`src/rtl/dram_rfs_pkg.sv`:
```
package dram_rfs_pkg;
   typedef enum logic [2:0] {
      PH_IDLE  = 3'd0,
      PH_GAP   = 3'd1,
      PH_SETUP = 3'd2,
      PH_ACT   = 3'd3,
      PH_PRE   = 3'd4
   } rfs_phase_e;
endpackage

```
`src/rtl/rfs_interval_timer.sv`:
```
module rfs_interval_timer #(
   parameter int INTERVAL = 780
) (
   input  logic clk,
   input  logic rst_n,
   output logic tick
);
   localparam int CW = $clog2(INTERVAL);

   generate
      if (INTERVAL < 2) begin : g_bad_interval
         $error("INTERVAL must be at least 2");
      end
   endgenerate

   logic [CW-1:0] cnt_q;

   assign tick = (cnt_q == CW'(INTERVAL - 1));

   always_ff @(posedge clk or negedge rst_n) begin
      if (!rst_n) begin
         cnt_q <= '0;
      end else if (tick) begin
         cnt_q <= '0;
      end else begin
         cnt_q <= cnt_q + 1'b1;
      end
   end


   tick_spacing_chk: assert property (@(posedge clk) disable iff (!rst_n)
      tick |=> !tick);
endmodule

```
`src/rtl/rfs_debt_counter.sv`:
```
module rfs_debt_counter #(
   parameter int DEBT_MAX = 8,
   parameter int DW       = $clog2(DEBT_MAX + 1)
) (
   input  logic          clk,
   input  logic          rst_n,
   input  logic          tick,
   input  logic          done,
   output logic [DW-1:0] debt,
   output logic          req,
   output logic          urgent
);
   generate
      if (DEBT_MAX < 1) begin : g_bad_max
         $error("DEBT_MAX must be at least 1");
      end
   endgenerate

   localparam logic [DW-1:0] LIMIT = DW'(DEBT_MAX);

   logic [DW-1:0] debt_q;

   always_ff @(posedge clk or negedge rst_n) begin
      if (!rst_n) begin
         debt_q <= '0;
      end else if (tick && !done) begin
         if (debt_q != LIMIT) begin
            debt_q <= debt_q + 1'b1;
         end
      end else if (done && !tick) begin
         debt_q <= debt_q - 1'b1;
      end
   end

   assign debt   = debt_q;
   assign req    = (debt_q != '0);
   assign urgent = (debt_q == LIMIT);


   no_overflow_chk: assert property (@(posedge clk) disable iff (!rst_n)
      debt_q <= LIMIT);


   done_has_debt_chk: assert property (@(posedge clk) disable iff (!rst_n)
      done |-> debt_q != '0);


   debt_rise_chk: assert property (@(posedge clk) disable iff (!rst_n)
      (tick && !done && debt_q != LIMIT) |=> debt_q == $past(debt_q) + 1'b1);
endmodule

```
`src/rtl/rfs_pin_seq.sv`:
```
module rfs_pin_seq
   import dram_rfs_pkg::*;
#(
   parameter int ROWS  = 2048,
   parameter int T_CSR = 1,
   parameter int T_CHR = 1,
   parameter int T_RAS = 3,
   parameter int T_RP  = 2,
   parameter int RW    = $clog2(ROWS)
) (
   input  logic          clk,
   input  logic          rst_n,
   input  logic          start,
   input  logic          ro_mode,
   output logic          active,
   output logic          done,
   output logic          ras_n,
   output logic          cas_n,
   output logic          we_n,
   output logic [RW-1:0] addr
);
   localparam int TMAX = (T_RAS > T_RP) ? ((T_RAS > T_CSR) ? T_RAS : T_CSR)
                                        : ((T_RP  > T_CSR) ? T_RP  : T_CSR);
   localparam int PCW  = $clog2(TMAX + 1);
   localparam logic [RW-1:0] ROW_LAST = RW'(ROWS - 1);

   generate
      if (T_CSR < 1 || T_CHR < 1 || T_RP < 1) begin : g_bad_phase
         $error("strobe phases must last at least one cycle");
      end
      if (T_CHR >= T_RAS) begin : g_bad_hold
         $error("T_CHR must be shorter than T_RAS");
      end
      if (ROWS < 2) begin : g_bad_rows
         $error("ROWS must be at least 2");
      end
   endgenerate

   rfs_phase_e     ph_q;
   logic [PCW-1:0] pcnt_q;
   logic           ro_q;
   logic [RW-1:0]  row_q;
   logic [RW-1:0]  row_nxt;

   generate
      if (ROWS == (1 << RW)) begin : g_row_pow2
         assign row_nxt = row_q + 1'b1;
      end else begin : g_row_cmp
         assign row_nxt = (row_q == ROW_LAST) ? '0 : row_q + 1'b1;
      end
   endgenerate

   assign done = (ph_q == PH_PRE) && (pcnt_q == PCW'(T_RP - 1));

   always_ff @(posedge clk or negedge rst_n) begin
      if (!rst_n) begin
         ph_q   <= PH_IDLE;
         pcnt_q <= '0;
         ro_q   <= 1'b0;
         row_q  <= '0;
      end else begin
         unique case (ph_q)
            PH_IDLE: begin
               if (start) begin
                  ph_q   <= PH_GAP;
                  pcnt_q <= '0;
                  ro_q   <= ro_mode;
               end
            end
            PH_GAP: begin
               ph_q   <= PH_SETUP;
               pcnt_q <= '0;
            end
            PH_SETUP: begin
               if (pcnt_q == PCW'(T_CSR - 1)) begin
                  ph_q   <= PH_ACT;
                  pcnt_q <= '0;
               end else begin
                  pcnt_q <= pcnt_q + 1'b1;
               end
            end
            PH_ACT: begin
               if (pcnt_q == PCW'(T_RAS - 1)) begin
                  ph_q   <= PH_PRE;
                  pcnt_q <= '0;
               end else begin
                  pcnt_q <= pcnt_q + 1'b1;
               end
            end
            PH_PRE: begin
               if (done) begin
                  ph_q   <= PH_IDLE;
                  pcnt_q <= '0;
                  if (ro_q) begin
                     row_q <= row_nxt;
                  end
               end else begin
                  pcnt_q <= pcnt_q + 1'b1;
               end
            end
            default: begin
               ph_q   <= PH_IDLE;
               pcnt_q <= '0;
            end
         endcase
      end
   end

   logic cas_lo;
   always_comb begin
      cas_lo = 1'b0;
      if (!ro_q) begin
         if (ph_q == PH_SETUP) begin
            cas_lo = 1'b1;
         end else if (ph_q == PH_ACT && pcnt_q < PCW'(T_CHR)) begin
            cas_lo = 1'b1;
         end
      end
   end

   assign active = (ph_q != PH_IDLE);
   assign ras_n  = (ph_q != PH_ACT);
   assign cas_n  = !cas_lo;
   assign we_n   = 1'b1;
   assign addr   = (active && ro_q) ? row_q : '0;


   cbr_order_chk: assert property (@(posedge clk) disable iff (!rst_n)
      ($fell(ras_n) && !ro_q) |-> (!cas_n && !$past(cas_n)));


   ro_cas_high_chk: assert property (@(posedge clk) disable iff (!rst_n)
      (active && ro_q) |-> cas_n);


   row_step_chk: assert property (@(posedge clk) disable iff (!rst_n)
      (done && ro_q) |=> row_q == (($past(row_q) == ROW_LAST) ? '0 : $past(row_q) + 1'b1));


   mode_hold_chk: assert property (@(posedge clk) disable iff (!rst_n)
      (active && $past(active)) |-> $stable(ro_q));
endmodule

```
`src/rtl/dram_refresh_sched.sv`:
```
module dram_refresh_sched #(
   parameter int INTERVAL = 780,
   parameter int DEBT_MAX = 8,
   parameter int ROWS     = 2048,
   parameter int T_CSR    = 1,
   parameter int T_CHR    = 1,
   parameter int T_RAS    = 3,
   parameter int T_RP     = 2,
   parameter int DW       = $clog2(DEBT_MAX + 1),
   parameter int RW       = $clog2(ROWS)
) (
   input  logic          clk,
   input  logic          rst_n,
   input  logic          mode_row_addr,
   input  logic          host_busy,
   input  logic          rfs_gnt,
   output logic          rfs_req,
   output logic          rfs_urgent,
   output logic [DW-1:0] rfs_debt,
   output logic          rfs_active,
   output logic          ras_n,
   output logic          cas_n,
   output logic          we_n,
   output logic [RW-1:0] mem_addr
);
   logic tick;
   logic done;
   logic start;

   rfs_interval_timer #(.INTERVAL(INTERVAL)) i_timer (
      .clk   (clk),
      .rst_n (rst_n),
      .tick  (tick)
   );

   rfs_debt_counter #(.DEBT_MAX(DEBT_MAX), .DW(DW)) i_debt (
      .clk    (clk),
      .rst_n  (rst_n),
      .tick   (tick),
      .done   (done),
      .debt   (rfs_debt),
      .req    (rfs_req),
      .urgent (rfs_urgent)
   );

   assign start = !rfs_active && rfs_req && (rfs_gnt || (rfs_urgent && !host_busy));

   rfs_pin_seq #(
      .ROWS(ROWS), .T_CSR(T_CSR), .T_CHR(T_CHR),
      .T_RAS(T_RAS), .T_RP(T_RP), .RW(RW)
   ) i_seq (
      .clk     (clk),
      .rst_n   (rst_n),
      .start   (start),
      .ro_mode (mode_row_addr),
      .active  (rfs_active),
      .done    (done),
      .ras_n   (ras_n),
      .cas_n   (cas_n),
      .we_n    (we_n),
      .addr    (mem_addr)
   );


   urgent_start_chk: assert property (@(posedge clk) disable iff (!rst_n)
      (rfs_urgent && !host_busy && !rfs_active) |=> rfs_active);


   start_needs_debt_chk: assert property (@(posedge clk) disable iff (!rst_n)
      $rose(rfs_active) |-> $past(rfs_req));


   we_at_ras_fall_chk: assert property (@(posedge clk) disable iff (!rst_n)
      $fell(ras_n) |-> (we_n && $past(we_n)));
endmodule

```
`config.mk`:
```
export PLATFORM = sky130hd
export DESIGN_NAME = dram_refresh_sched
export DESIGN_NICKNAME = d
export VERILOG_FILES = /design/src/rtl/dram_rfs_pkg.sv /design/src/rtl/rfs_interval_timer.sv /design/src/rtl/rfs_debt_counter.sv /design/src/rtl/rfs_pin_seq.sv /design/src/rtl/dram_refresh_sched.sv
export SDC_FILE = /design/constraint.sdc
export NUM_CORES = 1
export LEC_CHECK = 0
export ABC_AREA = 1
export BUFFER_PORTS_ARGS = -buffer_cell sky130_fd_sc_hd__buf_2
export CAP_MARGIN = 5
export CORE_ASPECT_RATIO = 0.75
export CORE_MARGIN = 8
export CORE_UTILIZATION = 45
export DETAILED_ROUTE_END_ITERATION = 8
export PLACE_DENSITY = 0.69
export SYNTH_ARGS = -nofsm -noshare
export SYNTH_HDL_FRONTEND = slang
export SYNTH_SLANG_ARGS = --single-unit
```
`constraint.sdc`:
```
create_clock -name clk -period 1.89 [get_ports clk]
set_input_delay 0.378 -clock clk [delete_from_list [all_inputs] [get_ports clk]]
set_output_delay 0.378 -clock clk [all_outputs]
set_load 0.01 [all_outputs]
```
==> results of run 1 <==
==> cell usage after synthesis, types with 2 or more instances <==
cell type,number,area (um2)
sky130_fd_sc_hd__o21ai_0,11,55.1
sky130_fd_sc_hd__dfrtp_1,31,776
sky130_fd_sc_hd__ha_1,8,100
sky130_fd_sc_hd__nand3b_1,3,22.5
sky130_fd_sc_hd__nand3_1,10,50.1
sky130_fd_sc_hd__a31oi_1,2,12.5
sky130_fd_sc_hd__nor2_2,5,31.3
sky130_fd_sc_hd__nor3_1,2,10.0
sky130_fd_sc_hd__nand3_2,3,30.0
sky130_fd_sc_hd__a21oi_1,6,30.0
sky130_fd_sc_hd__o21bai_1,2,15.0
sky130_fd_sc_hd__o22ai_1,2,12.5
sky130_fd_sc_hd__xor2_1,13,114
sky130_fd_sc_hd__nor2_4,4,45.0
sky130_fd_sc_hd__nand2_1,37,139
sky130_fd_sc_hd__nor2_1,27,101
sky130_fd_sc_hd__o21ai_1,2,10.0
sky130_fd_sc_hd__inv_1,43,161
sky130_fd_sc_hd__nand4_1,4,25.0
sky130_fd_sc_hd__nand2_2,4,25.0
==> cell families after synthesis <==
family | Yosys count | synth area share (%)
adder cells (fa/ha/maj) | 9 | 6.48
XOR/XNOR | 13 | 6.14
AND/OR/NAND/NOR | 102 | 27.8
flip-flops | 31 | 41.9
buffers and inverters | 45 | 9.32
other | 1 | 0.202
AO/OA/AOI/OAI | 27 | 8.17
==> flip-flops by register name, indices dropped and copies added (netlist names) <==
name	flops
i_seq.row_q	11
i_timer.cnt_q	10
i_seq.pcnt_q	2
i_seq.ro_q	1
i_seq.ph_q	3
i_debt.debt	4
==> worst max-delay path, cell delays in order, from the launching register on <==
cell	delay (ns)
sky130_fd_sc_hd__dfrtp_1	0.35
sky130_fd_sc_hd__ha_2	0.19
sky130_fd_sc_hd__inv_2	0.04
sky130_fd_sc_hd__nor2_1	0.08
sky130_fd_sc_hd__nand3_1	0.12
sky130_fd_sc_hd__nor2_4	0.15
sky130_fd_sc_hd__nand2_4	0.08
sky130_fd_sc_hd__ha_4	0.29
sky130_fd_sc_hd__nand3_1	0.07
sky130_fd_sc_hd__nand2_1	0.09
sky130_fd_sc_hd__nand4_1	0.12
sky130_fd_sc_hd__nand2_1	0.09
sky130_fd_sc_hd__nand2_1	0.05
sky130_fd_sc_hd__nand2_1	0.05
sky130_fd_sc_hd__inv_1	0.03
==> per-stage QoR <==
stage | TNS [ns] | hold slack [ns] | std cells | util, %
floorplan | -0.0687 | 0.0824 | 228 | -
detailed placement | -0.0331 | 0.459 | 313 | 53.2
CTS | -0.0230 | 0.156 | 321 | 55.8
global placement | 0 | 0.460 | 313 | 53.2
global route | -0.225 | 0.194 | 322 | 56.1
finish | -0.0109 | 0.127 | 322 | 56.1
==> repair_timing <==
item / CTS / global route
gates resized for setup: 1 / 5
pin swaps: 1 / 6
setup endpoints to repair: 12 / 3
buffers inserted: 0 / 1
cloned: 0 / 0
==> worst paths after layout <==
path                                  start                to  slack, ns
max                        i_timer.cnt_q[0]    i_debt.debt[3]      -0.01
min                                   rst_n  i_timer.cnt_q[9]       0.13
max reg2reg                i_timer.cnt_q[0]    i_debt.debt[3]      -0.01
min reg2reg                  i_seq.row_q[4]    i_seq.row_q[4]       0.46
max in group asynchronous             rst_n        i_seq.ro_q       1.32
min in group clk              mode_row_addr        i_seq.ro_q       0.38
==> routing by layer <==
| layer | vias up | share of wire [%] | wire [um] | GRT usage, % |
|---|---|---|---|---|
| met5 | - | 0 | 0 | 0 |
| met4 | 0 | 1.1 | 41 | 4.60 |
| met3 | 4 | 4.8 | 184 | 4.38 |
| met2 | 32 | 42 | 1620 | 19.0 |
| met1 | 709 | 52 | 2020 | 17.3 |
| li1 | 786 | - | - | - |
==> report_power, final <==
group	total, mW	internal (mW)	switching, mW
clock network	0.567	0.332	0.235
logic	0.0182	0.00353	0.0146
registers	0.664	0.664	0
total	1.25	0.999	0.250
==> area by class of cell <==
type / instances / area [um2]
multi-input combinational: 152 / 952
fill: 385 / 1760
sequential: 31 / 776
timing repair buffer: 33 / 188
clock buffer: 8 / 100
inverter: 43 / 161
tap: 55 / 68.8
==> impl_metrics.yaml, run 1 <==
clocking:
  clk_path_buf_depth: 2
  ctsHtreeMaxLevel: 2
  cts_made_buffers: 5
  cts_root_buf: "sky130_fd_sc_hd__clkbuf_8"
  clkTransAtPathRegs_ns: 0.06
  clock_tree_from_tritoncts: "done"
  cts_hold_buf: 0
  skew_pair_late_insertion_delay_ns: 0.28
  cts.sinks: 31
timing:
  worst_slack_ns: -0.0109
  finClkSkew_ns: 0.00518
  final-max-slew-violation-count: 0
  final_hold_viol_count: 0
  setup_viol: 1
  fmaxAchievable_mhz: 526
  relSlewSlack_pct: 55.5
  finalCritPeriodShare_pct: 101
  setup_repair_after_global_routing_missed_its_margin: "yes"
  max_slew.worst_pin.slew_ns: 0.668
  timing.final.crit_period_ns: 1.90
place:
  dp.final_hpwl_um: 3050
  routabilityCongestion: 0.814
  postPlaceCellArea_um2: 2130
  numPortBuffers: 24
  pre_cts_slack_ns: -0.0331
critical_path:
  setup.worst_path.start_class: "register"
  timing.critical_path.fanout_max: 3
  timing.setup.critical_path_class: "reg -> reg"
  critical_path_required_ns: 2.07
  worst-endpoint-arrival_ns: 2.08
  worstSetupEndpointType: "register"
  timing.reg2reg.worst_path_depth: 14
drt:
  drcViolationCount: 0
  vias: 1531
  post_drt_wl_per_cell_um: 12.0
  initialDrtViolationCount: 46
  drt_pre_antenna_iters: 4
  ant_nets: 0
  routed_wl_um: 3870
  drt-vias-per-instance: 4.75
layout:
  final_common_cell: "sky130_fd_sc_hd__inv_1"
  final_cell_area_um2: 2250
  areaGrowthSynthToFinish_pct: 21.2
  antenna_cells_inserted: 0
  drive_above_1_share_pct: 26.2
  most-common-layout-cells: "41 x sky130_fd_sc_hd__inv_1, 35 x sky130_fd_sc_hd__nand2_1, 31 x sky130_fd_sc_hd__dfrtp_1"
  layout.nets: 280
power:
  irDropWorstVdd_mv: 0.415
  pwr_density_cell_nw_per_um2: 556
  power.leakage_nw: 1.13
  design_power_total_mw: 1.25
die:
  die_y_um: 71.6
  core-area_um2: 4000
  fp.dieW_um: 90.1
  core_rows: 20
  design.portCount: 26
  initial_core_util_pct: 46.3
  die_area_um2: 6450
synthesis:
  number_of_enable_type_register_cells_in_the_synthesized_netlist: 0
  avgSynthCellArea_um2: 8.13
  syn-num-nets: 242
  synth_cell_type_count: 29
  synthCells: 228
  async_reset_ff_share_pct: 100
  synthesis_warnings: 0
  synth_ff_type: "sky130_fd_sc_hd__dfrtp_1"
  synth-seq-cells: 31
  netlist_area_um2: 1850
  ys_seq_area_share_pct: 41.9
run_status:
  failed_checks: "setup timing"
  outcome: "finished, violations left"
global_route:
  grt_pass1_wl_um: 6790
  globalRouteTotalUtil_pct: 13.0
  grt_antenna_before_repair: 0
  grt.overflow.total: 0
  first_global_vias: 1468
  grt_max_degree: 32
run:
  cap_violations: 0
min_path:
  min-delay-path-class: "in -> async"
Power figures use the tool's default switching activity.
==> run 2: changes to the inputs <==
--- a/config.mk
+++ b/config.mk
@@ -12,7 +12,7 @@
 export CORE_MARGIN = 8
 export CORE_UTILIZATION = 45
 export DETAILED_ROUTE_END_ITERATION = 8
-export PLACE_DENSITY = 0.69
+export PLACE_DENSITY_LB_ADDON = 0.08
 export SYNTH_ARGS = -nofsm -noshare
 export SYNTH_HDL_FRONTEND = slang
 export SYNTH_SLANG_ARGS = --single-unit
==> impl_metrics.yaml, run 2 (synthesis results as in run 1) <==
run_status:
  outcome: "completed"
global_route:
  grt.overflow.total: 0
  grt_util_met3_pct: 4.80
  grt_pass1_wl_um: 6770
  grt.met1_usage_pct: 18.5
  grt_antenna_before_repair: 0
  grt_max_usage_layer: "met1"
  grt_max_degree: 32
  globalRouteTotalUtil_pct: 13.2
  grt.met2_usage_pct: 17.6
  first_global_vias: 1456
critical_path:
  timing.setup.critical_path_class: "reg -> reg"
  timing.critical_path.fanout_max: 3
  critical_path_buf_inv_count: 2
  worst-endpoint-arrival_ns: 2.05
  cp_num_cells: 14
  path_cells: "ha_2, inv_2, nor2_2, nand3_2, nor2_4, nand2_4, ha_4, a21oi_2, nand2_1, nand3b_1, nand2_1, nand2_1, nand2_1, inv_1"
  max_stage_delay_ns: 0.35
  critPathSlowestCell: "sky130_fd_sc_hd__dfrtp_1"
  timing.reg2reg.worst_path_depth: 14
  setup.worst_path.start_class: "register"
  cell_class_contributing_the_biggest_share_of_worst_path_delay: "simple AND/OR/NAND/NOR gates"
  critical_path_required_ns: 2.07
  worstSetupEndpointType: "register"
  critical-path-top-cell-by-count: "sky130_fd_sc_hd__nand2_1"
drt:
  initialDrtViolationCount: 112
  drcViolationCount: 0
  drt_pre_antenna_iters: 4
  post_drt_wl_per_cell_um: 11.9
  routed_wl_um: 3850
  drt-vias-per-instance: 4.54
  vias: 1472
  ant_nets: 0
die:
  core-area_um2: 4000
  die_area_um2: 6450
  design.portCount: 26
  die_y_um: 71.6
  initial_core_util_pct: 46.3
  core_rows: 20
  fp.dieW_um: 90.1
timing:
  fin_setup_tns_ns: 0
  finClkSkew_ns: 0.00314
  final_hold_viol_count: 0
  worst_slack_ns: 0.0268
  timing.final.crit_period_ns: 1.86
  fmaxAchievable_mhz: 537
  relSlewSlack_pct: 53.9
  setup_viol: 0
  setup_repair_after_global_routing_missed_its_margin: "yes"
  finalCritPeriodShare_pct: 98.6
  final-max-slew-violation-count: 0
  max_slew.worst_pin.slew_ns: 0.692
run:
  cap_violations: 0
clocking:
  skew_pair_late_insertion_delay_ns: 0.28
  cts_made_buffers: 5
  clkTransAtPathRegs_ns: 0.07
  clock_tree_from_tritoncts: "done"
  cts_root_buf: "sky130_fd_sc_hd__clkbuf_8"
  post-cts-setup-buffer-count: 0
  ctsHtreeMaxLevel: 2
  cts.sinks: 31
  clk_path_buf_depth: 2
layout:
  most-common-layout-cells: "42 x sky130_fd_sc_hd__inv_1, 35 x sky130_fd_sc_hd__nand2_1, 31 x sky130_fd_sc_hd__dfrtp_1"
  largest_register_ffs: 11
  drive_above_1_share_pct: 27.9
  final_common_cell: "sky130_fd_sc_hd__inv_1"
  areaGrowthSynthToFinish_pct: 21.9
  final_cell_area_um2: 2260
  top_register: "i_seq.row_q"
  antenna_cells_inserted: 0
  layout.nets: 282
place:
  postPlaceCellArea_um2: 2150
  pre_cts_slack_ns: -0.0506
  numPortBuffers: 24
  routabilityCongestion: 0.778
  dp.final_hpwl_um: 3050
min_path:
  min-delay-path-class: "in -> async"
power:
  irDropWorstVdd_mv: 0.435
  pwr_density_cell_nw_per_um2: 523
  power.leakage_nw: 1.14
  design_power_total_mw: 1.18
run 2: changes by cell type in the layout (fill, tap and decap cells not counted), sizes merged:
cell / previous run / this run
buf: 33 / 35
clkbuf: 8 / 5
clkinv: 0 / 3
run 2: where the power goes:
part	switching, mW	leakage [nW]	internal [mW]	total (mW)
clock network	0.249	0.0477	0.251	0.500
logic	0.0148	0.679	0.00352	0.0183
registers	0	0.414	0.663	0.663
run 2: what timing repair did:
item | in CTS | in global routing
resized for setup | 4 | 5
hold buffers | 0 | 0
pin swaps | 2 | 0
setup endpoints to repair | 12 | 13
run 2: path summary, 6_finish.rpt:
| check | to | slack [ns] | start |
|---|---|---|---|
| min in group clk | i_seq.ro_q | 0.35 | mode_row_addr |
| max in group asynchronous | i_timer.cnt_q[5] | 1.31 | rst_n |
| max reg2reg | i_debt.debt[3] | 0.03 | i_timer.cnt_q[1] |
| max | i_debt.debt[3] | 0.03 | i_timer.cnt_q[1] |
| min | i_timer.cnt_q[3] | 0.14 | rst_n |
| min reg2reg | i_seq.row_q[4] | 0.47 | i_seq.row_q[4] |
run 2: worst register-to-register path: stages, from the launching register on:
cell and delay [ns]:
sky130_fd_sc_hd__dfrtp_1 0.35, sky130_fd_sc_hd__ha_2 0.19, sky130_fd_sc_hd__inv_2 0.04, sky130_fd_sc_hd__nor2_2 0.08, sky130_fd_sc_hd__nand3_2 0.10, sky130_fd_sc_hd__nor2_4 0.13, sky130_fd_sc_hd__nand2_4 0.09, sky130_fd_sc_hd__ha_4 0.23
sky130_fd_sc_hd__a21oi_2 0.11, sky130_fd_sc_hd__nand2_1 0.07, sky130_fd_sc_hd__nand3b_1 0.17, sky130_fd_sc_hd__nand2_1 0.08, sky130_fd_sc_hd__nand2_1 0.05, sky130_fd_sc_hd__nand2_1 0.05, sky130_fd_sc_hd__inv_1 0.03
run 2: per-stage QoR:
stage	cells	utilization [%]	hold slack [ns]
2_1_floorplan	228	-	0.0824
3_3_place_gp	316	53.8	0.456
3_5_place_dp	316	53.8	0.461
4_1_cts	324	56.1	0.157
5_1_grt	324	56.4	0.187
6_report	324	56.4	0.138
run 2: layout make-up:
type / count / area [um2]
clock buffers: 5 / 68.8
clock inverters: 3 / 15.0
fillers: 402 / 1740
inverters: 43 / 161
multi-input cells: 152 / 967
flip-flops and latches: 31 / 776
well taps: 55 / 68.8
repair buffers: 35 / 203
run 2: layer usage:
layer  part of all wire, %  vias to the layer above
li1                      -                      787
met1                    54                      651
met2                    39                       29
met3                   5.0                        5
met4                   1.6                        0
met5                     0                        -
==> run 3: changes to the inputs <==
--- a/config.mk
+++ b/config.mk
@@ -12,7 +12,7 @@
 export CORE_MARGIN = 8
 export CORE_UTILIZATION = 45
 export DETAILED_ROUTE_END_ITERATION = 8
-export PLACE_DENSITY_LB_ADDON = 0.08
+export PLACE_DENSITY = 0.68
 export SYNTH_ARGS = -nofsm -noshare
 export SYNTH_HDL_FRONTEND = slang
 export SYNTH_SLANG_ARGS = --single-unit
==> impl_metrics.yaml, run 3 (synthesis results as in run 1) <==
die:
  initial_core_util_pct: 46.3
  core-area_um2: 4000
  die_area_um2: 6450
  die_y_um: 71.6
  fp.dieW_um: 90.1
  core_rows: 20
  design.portCount: 26
min_path:
  min-delay-path-class: "in -> async"
power:
  proportion_of_power_drawn_by_flip_flops_and_latches_pct: 56.4
  irDropWorstVdd_mv: 0.452
  internal-power_mw: 0.925
  pwr-share-comb_pct: 1.5
  power.leakage_nw: 1.13
  pwr-share-clk_pct: 42.1
  switching_share_pct: 21.4
  design_power_total_mw: 1.18
  switchingPower_mw: 0.252
  pwr_density_cell_nw_per_um2: 527
global_route:
  first_global_vias: 1435
  grt.overflow.total: 0
  grt_pass1_wl_um: 6760
  grt_antenna_before_repair: 0
  grt_max_degree: 32
  globalRouteTotalUtil_pct: 13.1
critical_path:
  max_stage_delay_ns: 0.35
  path_cells: "ha_2, inv_2, nor2_2, nand3_2, nor2_4, nand2_4, ha_4, nand3_1, nand2_1, nand4_1, nand2_1, nand2_1, nand2_1, inv_1"
  critical-path-top-cell-by-count: "sky130_fd_sc_hd__nand2_1"
  worst-endpoint-arrival_ns: 2.09
  worstSetupEndpointType: "register"
  critical_path_buf_inv_count: 2
  setup.worst_path.start_class: "register"
  timing.critical_path.fanout_max: 3
  cell_class_contributing_the_biggest_share_of_worst_path_delay: "simple AND/OR/NAND/NOR gates"
  critPathSlowestCell: "sky130_fd_sc_hd__dfrtp_1"
  timing.setup.critical_path_class: "reg -> reg"
  critical_path_required_ns: 2.07
clocking:
  clkTransAtPathRegs_ns: 0.06
  clock_tree_from_tritoncts: "done"
  clk_path_buf_depth: 2
  cts_made_buffers: 5
  cts.sinks: 31
  ctsHtreeMaxLevel: 2
  post-cts-setup-buffer-count: 0
  cts_root_buf: "sky130_fd_sc_hd__clkbuf_8"
  skew_pair_late_insertion_delay_ns: 0.28
timing:
  timing.final.crit_period_ns: 1.91
  final-max-slew-violation-count: 0
  fmaxAchievable_mhz: 524
  worst_slack_ns: -0.0170
  final_hold_viol_count: 0
  finClkSkew_ns: 0.00372
  max_slew.worst_pin.slew_ns: 0.687
  finalCritPeriodShare_pct: 101
  setup_viol: 1
  fin_setup_tns_ns: -0.0170
  setup_repair_after_global_routing_missed_its_margin: "yes"
  relSlewSlack_pct: 54.2
run:
  cap_violations: 0
place:
  numPortBuffers: 24
  place.detailed.instances: 315
  dp.final_hpwl_um: 3070
  routabilityCongestion: 0.810
drt:
  post_drt_wl_per_cell_um: 12.0
  top_layer_used: "met4"
  routed-wl-met3_um: 194
  initialDrtViolationCount: 90
  vias: 1523
  drt_pre_antenna_iters: 4
  drt-vias-per-instance: 4.72
  routed_wl_um: 3880
  drcViolationCount: 0
  ant_nets: 0
  wl_met2_um: 1550
  wl_met1_um: 2080
layout:
  drive_above_1_share_pct: 26.5
  utilization_pct: 55.8
  layout.nets: 281
  antenna_cells_inserted: 0
  most-common-layout-cells: "40 x sky130_fd_sc_hd__inv_1, 35 x sky130_fd_sc_hd__nand2_1, 31 x sky130_fd_sc_hd__dfrtp_1"
  final_cell_count_no_fill: 323
  top_register: "i_seq.row_q"
  areaGrowthSynthToFinish_pct: 20.7
  largest_register_ffs: 11
  final_common_cell: "sky130_fd_sc_hd__inv_1"
run_status:
  outcome: "finished, violations left"
  failed_checks: "setup timing"
## run 3: changes by cell type in the layout (fill, tap and decap cells not counted), sizes merged
cell    previous run  this run
buf               35        34
clkbuf             5         7
clkinv             3         1
## run 3: cell type report
class	count	area, um2
fillers	383	1770
multi-input cells	152	953
flip-flops and latches	31	776
repair buffers	34	195
inverters	43	161
clock buffers	7	76.3
well taps	55	68.8
clock inverters	1	5.00
## run 3: metal layers
layer / global-route usage (%) / vias up
li1: - / 789
met1: 17.9 / 701
met5: 0 / -
met3: 4.49 / 7
met2: 18.3 / 26
met4: 4.96 / 0
## run 3: timing repair
item	in CTS	in global routing
pin swaps	3	4
gates resized for setup	2	5
setup endpoints to repair	13	3
hold buffers	0	0
## run 3: through the flow
| stage | worst slack, ns | hold WS, ns | area, um2 |
|---|---|---|---|
| 4_1_cts | -0.0163 | 0.151 | 2230 |
| 3_3_place_gp | 0.0367 | 0.456 | 2140 |
| 5_1_grt | -0.179 | 0.200 | 2240 |
| 2_1_floorplan | -0.0687 | 0.0824 | 1890 |
| 6_report | -0.0170 | 0.131 | 2240 |
| 3_5_place_dp | -0.0316 | 0.459 | 2140 |
## run 3: worst paths after layout
kind	to	cells after the start	slack (ns)	start
setup / recovery	i_debt.debt[3]	14	-0.02	i_timer.cnt_q[0]
hold / removal	i_timer.cnt_q[9]	1	0.13	rst_n
setup reg to reg	i_debt.debt[3]	14	-0.02	i_timer.cnt_q[0]
hold reg to reg	i_seq.row_q[4]	1	0.48	i_seq.row_q[4]
max in group asynchronous	i_timer.cnt_q[5]	1	1.31	rst_n
min in group clk	i_seq.ro_q	3	0.35	mode_row_addr
## run 3: power by group through the flow
| stage | sequential [mW] | clock (mW) | combinational [mW] |
|---|---|---|---|
| floorplan | 0.676 | 0 | 0.00325 |
| global placement | 0.676 | 0 | 0.0191 |
| detailed placement | 0.676 | 0 | 0.0189 |
| CTS | 0.664 | 0.511 | 0.0189 |
| global route | 0.663 | 0.535 | 0.0221 |
| finish | 0.664 | 0.496 | 0.0179 |
